$ cat config.mk
export PLATFORM = sky130hd
export DESIGN_NAME = move_prio_line
export DESIGN_NICKNAME = d
export VERILOG_FILES = /design/src/rtl/move_prio_pkg.sv /design/src/rtl/mp_ray.sv /design/src/rtl/mp_cell_pick.sv /design/src/rtl/mp_arbiter.sv /design/src/rtl/mp_mask_reg.sv /design/src/rtl/move_prio_line.sv
export SDC_FILE = /design/constraint.sdc
export NUM_CORES = 1
export LEC_CHECK = 0
export BUFFER_PORTS_ARGS = -buffer_cell sky130_fd_sc_hd__buf_2
export CAP_MARGIN = 30
export CORE_MARGIN = 10
export CORE_UTILIZATION = 30
export CTS_CLUSTER_DIAMETER = 100
export DETAILED_ROUTE_END_ITERATION = 8
export SLEW_MARGIN = 20
export SYNTH_ARGS = -nofsm -noshare
export SYNTH_HDL_FRONTEND = slang
export SYNTH_SLANG_ARGS = --single-unit
export TNS_END_PERCENT = 100
$ cat constraint.sdc
create_clock -name clk -period 39.4 [get_ports clk]
set_input_delay 1.97 -clock clk [delete_from_list [all_inputs] [get_ports clk]]
set_output_delay 1.97 -clock clk [all_outputs]
set_load 0.005 [all_outputs]
$ cat src/rtl/move_prio_pkg.sv
package move_prio_pkg;

   // Piece kind encoding, two bits per cell
   localparam logic [1:0] KIND_EMPTY = 2'b00;
   localparam logic [1:0] KIND_STEP  = 2'b01;
   localparam logic [1:0] KIND_SLIDE = 2'b10;

   function automatic logic kind_occupied(input logic [1:0] k);
      return |k;
   endfunction

   function automatic logic kind_slides(input logic [1:0] k);
      return k[1];
   endfunction

endpackage

$ cat src/rtl/mp_ray.sv
// Attack propagation along one direction of the line.
// arrive[c][s] = 1 when the piece on cell s attacks cell c from this side.
module mp_ray #(
   parameter int N           = 8,
   parameter bit TOWARD_HIGH = 1'b1
) (
   input  logic [N-1:0]         occ,
   input  logic [N-1:0]         slide,
   output logic [N-1:0][N-1:0]  arrive
);

   generate
      if (TOWARD_HIGH) begin : g_high
         always_comb begin
            logic [N-1:0] carry;
            carry = '0;
            for (int c = 0; c < N; c++) begin
               arrive[c] = carry;
               carry = (carry & slide & {N{~occ[c]}})
                     | (occ[c] ? (N'(1) << c) : '0);
            end
         end
      end else begin : g_low
         always_comb begin
            logic [N-1:0] carry;
            carry = '0;
            for (int c = N - 1; c >= 0; c--) begin
               arrive[c] = carry;
               carry = (carry & slide & {N{~occ[c]}})
                     | (occ[c] ? (N'(1) << c) : '0);
            end
         end
      end
   endgenerate

endmodule

$ cat src/rtl/mp_cell_pick.sv
// Best unmasked attack landing on one cell; 0 is the sentinel score.
module mp_cell_pick #(
   parameter int N  = 8,
   parameter int PW = 4,
   parameter int IW = 3
) (
   input  logic [N-1:0]          cand,
   input  logic [N-1:0][PW-1:0]  prio,
   output logic [PW-1:0]         score,
   output logic [IW-1:0]         src
);

   always_comb begin
      score = '0;
      src   = '0;
      for (int s = 0; s < N; s++) begin
         if (cand[s] && (prio[s] > score)) begin
            score = prio[s];
            src   = IW'(s);
         end
      end
   end

endmodule

$ cat src/rtl/mp_arbiter.sv
// Line-wide selection over per-cell scores; lowest cell wins a tie.
module mp_arbiter #(
   parameter int N  = 8,
   parameter int PW = 4,
   parameter int IW = 3
) (
   input  logic [N-1:0][PW-1:0]  scores,
   input  logic [N-1:0][IW-1:0]  srcs,
   output logic [IW-1:0]         win_tgt,
   output logic [IW-1:0]         win_src,
   output logic [PW-1:0]         win_prio,
   output logic                  none_left
);

   logic [N-1:0] cell_live;

   always_comb begin
      for (int c = 0; c < N; c++) begin
         cell_live[c] = |scores[c];
      end
   end

   assign none_left = ~|cell_live;

   always_comb begin
      win_tgt  = '0;
      win_src  = '0;
      win_prio = '0;
      for (int c = 0; c < N; c++) begin
         if (scores[c] > win_prio) begin
            win_prio = scores[c];
            win_tgt  = IW'(c);
            win_src  = srcs[c];
         end
      end
   end

endmodule

$ cat src/rtl/mp_mask_reg.sv
// One mask bit per (target, source) pair.
module mp_mask_reg #(
   parameter int N  = 8,
   parameter int IW = 3
) (
   input  logic                  clk,
   input  logic                  rst_n,
   input  logic                  clr,
   input  logic                  set_en,
   input  logic [IW-1:0]         set_tgt,
   input  logic [IW-1:0]         set_src,
   output logic [N-1:0][N-1:0]   mask_q
);

   logic in_range;
   assign in_range = (int'(set_tgt) < N) && (int'(set_src) < N);

   always_ff @(posedge clk or negedge rst_n) begin
      if (!rst_n) begin
         mask_q <= '0;
      end else if (clr) begin
         mask_q <= '0;
      end else if (set_en && in_range) begin
         mask_q[set_tgt][set_src] <= 1'b1;
      end
   end

endmodule

$ cat src/rtl/move_prio_line.sv
module move_prio_line
   import move_prio_pkg::*;
#(
   parameter int N  = 8,
   parameter int PW = 4,
   localparam int IW = (N > 1) ? $clog2(N) : 1
) (
   input  logic              clk,
   input  logic              rst_n,
   input  logic [2*N-1:0]    piece_kind,
   input  logic [PW*N-1:0]   piece_prio,
   input  logic              tb_en,
   input  logic [IW-1:0]     tb_tgt,
   input  logic [IW-1:0]     tb_src,
   input  logic              mask_clr,
   output logic              exhausted,
   output logic [IW-1:0]     best_tgt,
   output logic [IW-1:0]     best_src,
   output logic [PW-1:0]     best_prio
);

   generate
      if (N < 2) begin : g_bad_n
         $error("move_prio_line: N must be at least 2");
      end
      if (PW < 1) begin : g_bad_pw
         $error("move_prio_line: PW must be at least 1");
      end
   endgenerate

   logic [N-1:0]          occ_v;
   logic [N-1:0]          slide_v;
   logic [N-1:0][PW-1:0]  prio_a;
   logic [N-1:0][N-1:0]   arr_hi;
   logic [N-1:0][N-1:0]   arr_lo;
   logic [N-1:0][N-1:0]   mask_q;
   logic [N-1:0][N-1:0]   cand;
   logic [N-1:0][PW-1:0]  cell_score;
   logic [N-1:0][IW-1:0]  cell_src;

   assign prio_a = piece_prio;

   genvar gc;
   generate
      for (gc = 0; gc < N; gc++) begin : g_decode
         assign occ_v[gc]   = kind_occupied(piece_kind[2*gc +: 2]);
         assign slide_v[gc] = kind_slides(piece_kind[2*gc +: 2]);
      end
   endgenerate

   // Propagation sees every attack: no mask on this path
   mp_ray #(.N(N), .TOWARD_HIGH(1'b1)) u_ray_hi (
      .occ    (occ_v),
      .slide  (slide_v),
      .arrive (arr_hi)
   );

   mp_ray #(.N(N), .TOWARD_HIGH(1'b0)) u_ray_lo (
      .occ    (occ_v),
      .slide  (slide_v),
      .arrive (arr_lo)
   );

   mp_mask_reg #(.N(N), .IW(IW)) u_mask (
      .clk     (clk),
      .rst_n   (rst_n),
      .clr     (mask_clr),
      .set_en  (tb_en),
      .set_tgt (tb_tgt),
      .set_src (tb_src),
      .mask_q  (mask_q)
   );

   // Mask applied only in front of each cell's selection
   generate
      for (gc = 0; gc < N; gc++) begin : g_cell
         assign cand[gc] = (arr_hi[gc] | arr_lo[gc]) & ~mask_q[gc];

         mp_cell_pick #(.N(N), .PW(PW), .IW(IW)) u_pick (
            .cand  (cand[gc]),
            .prio  (prio_a),
            .score (cell_score[gc]),
            .src   (cell_src[gc])
         );
      end
   endgenerate

   mp_arbiter #(.N(N), .PW(PW), .IW(IW)) u_arb (
      .scores    (cell_score),
      .srcs      (cell_src),
      .win_tgt   (best_tgt),
      .win_src   (best_src),
      .win_prio  (best_prio),
      .none_left (exhausted)
   );

endmodule

==> run summary <==
Status - finished, final reports clean
I/O Pins - 69
Met2 wire len - 20400 um
Hold Path Sink - u_mask.mask_q[14]
Max Freq - 36.6 MHz
Distinct cells, synth - 94
RR Endpoint - u_mask.mask_q[13]
DP HPWL - 36700 um
Post-synth net total - 1772
Top reg by flops - u_mask.mask_q
Slowest stage delay, CP - 0.64 ns
GRT Overall Usage - 18.5%
Worst path arrival time - 25.33 ns
Initial DRT Pass Iterations - 5
DRT met1 WL - 19600 um
Biggest registers after layout - u_mask.mask_q: 56 flops
Starting Density - 30.3%
Most common cell after layout, fill and taps aside - ha_1
Nets - 1816
# Max-Cap Violations - 0
Largest net degree at the start of global routing - 57
Drt drc - 0
Static Leak - 5.80 nW
Area growth from synthesis to layout - 9.23%
Layout cells sized above 1 - 10.8%
Synth Cell Area - 0.0113 sq mm
Synth Register Bits - 56
Worst-path clk slew - 0.07 ns
Mean post-synth cell area - 7.50 sq um
Register area share after synthesis - 12.4%
WHS - 0.493 ns
Final Skew - 0 ns
Max VDD drop - 0.103 mV
Cell Rows - 71
R2R Setup Slk - 38.57 ns
Antenna Nets Post-Route - 0
Total negative slack - 0 ns
Number of synthesis warnings - 0
Critical Path Start Type - input pin
Final wirelength - 44400 um
CP Class - input pin to primary output
Final Hold Vio Count - 0
Pwr dens - 72.9 mW/mm^2
Period Utilization, post-route - 69.3%
# hold bufs at CTS - 0
Root buf cell - clkbuf_16
HP Class - flop to flop
Post-route cell area - 0.0124 sq mm
Slowest cell on crit path - o31ai_2
Worst setup EP type - primary output
Worst Path Buf+Inv - 9
Global-route wire length before repair - 68500 um
RSZ-0062 raised after global routing - false
# Post-CTS Setup Buffers - 0
Least-Margin Pin Slew - 1.10 ns
Iter 0 DRT Violations - 1164
Total core area - 0.0375 sq mm
Reg2Reg Depth - 2
Post-synthesis cell count - 1512
Main synth FF type - dfrtp_1
Critical R2R Launch - u_mask.mask_q[13]
CTS tree - done
Setup-failing EPs final - 0
Top delay family on crit path - compound AO/OA/AOI/OAI gates
Height of the chip - 214 um
Hold_sp - u_mask.mask_q[14]
Met3 WL - 3070 um
H-tree depth - 2
Uppermost layer routed - met5
Critical path fanouts, max - 17
DIE AREA - 0.0460 sq mm
Fin crit period - 27.30 ns
Vias in the first global route - 11700
Most frequent cells in the layout - ha_1 (202), nor2_1 (156), a21oi_1 (147)
Number of flip-flops under the largest register name - 56
IO buf count - 68
Cts bufs inserted - 5
Post-CTS sizing - 0
Wirelength per Cell - 21.5 um
FFs w/ async S/R, synth - 100%
Die Span X - 214 um
Clock Sinks - 56
Clk buf depth - 2
CP most frequent cell - ha_1
Via-to-Cell Ratio - 5.87
GPL Wtd Cong - 0.998
Post-synth EDFFs - 0
GRT overflow - 0
CP required - 37.43 ns
Hold depth - 2
Vias - 12100
Placed Area - 0.0122 sq mm
Initial antenna violation count - 3
Max transition margin - 26.1%
Worst skew pair latency - 0.30 ns
Pwr Total - 0.904 mW
Max-slew violation count - 0
-- final cells by class --
class	count	area, sq um
fill	4089	25100
timing repair buffer	78	427
tap	511	639
multi-input combinational	1311	9380
antenna	1	2.50
sequential	56	1400
clock inverter	3	23.8
inverter	104	390
clock buffer	5	125
-- cell families after synthesis --
group | synth area share, %
muxes | 5.13
DFF | 12.4
buffers and inverters | 5.05
xor gates and xnor gates | 0.463
and+or+nand+nor | 27.6
AOI/OAI and AO/OA | 27.1
adders and majority gates | 22.4
-- worst max path at each step --
stage | from | cells past startpoint | end | slack, ns
finish | piece_kind[1] | 101 | best_src[0] | 12.10
detailed placement | piece_kind[1] | 101 | best_src[0] | 12.57
global route | piece_kind[1] | 101 | best_src[0] | 10.49
CTS | piece_kind[1] | 101 | best_src[0] | 12.51
floorplan | piece_prio[8] | 100 | best_src[0] | 16.18
global placement | piece_kind[1] | 102 | best_src[1] | 12.90
-- through the flow --
step                      util [%]  setup slack (ns)  instances
final                         33.1             12.10       2069
after global routing          33.0             10.49       2068
after CTS                     33.0             12.51       2066
after detailed placement      32.6             12.57       2058
after global placement        32.5             12.90       2056
after floorplan                  -             16.18       1512
-- synth_stat cells (8+ instances only) --
master      n  share of area, %
and2_1     21               1.2
inv_1     103               3.4
dfrtp_1    56                12
nor2_1    156               5.2
mux2i_1    18               1.6
and3_1      8              0.44
and4_1     12              0.93
a21oi_1   147               6.5
a31oi_1    16              0.88
clkbuf_1   31               1.0
nand4_1    33               1.8
o211ai_1   14              0.93
nor3_1     34               1.5
a21o_1     31               2.1
mux2_2     31               3.1
or4_1       8              0.53
nand2b_1   37               2.0
o21a_1     30               2.0
nand3_1    24               1.1
a211oi_1    8              0.53
o21ai_0    76               3.4
a21boi_0   22               1.5
nand2_1   122               4.0
a22oi_1     9              0.60
or3_1      11              0.61
nor2b_1    53               2.9
nor4_1     18              0.99
ha_1      202                22
nand3b_1    8              0.53
-- power breakdown --
group / switching (mW) / total [mW] / internal, mW
sequential: 0.000519 / 0.0584 / 0.0578
combinational: 0.490 / 0.801 / 0.310
clock: 0.0206 / 0.0442 / 0.0237
total: 0.512 / 0.904 / 0.392
-- metal layers --
layer	track usage [%]	vias to the layer above
li1	-	5737
met1	24.5	5843
met2	30.9	495
met3	1.95	69
met4	5.60	4
met5	0	-
-- tightest hold or removal path, cell delays in order (launching register included) --
cell and delay (ns):
dfrtp_1 0.34, a21oi_1 0.04, nor2_1 0.07
No activity file was read; power rests on OpenSTA's default activity.
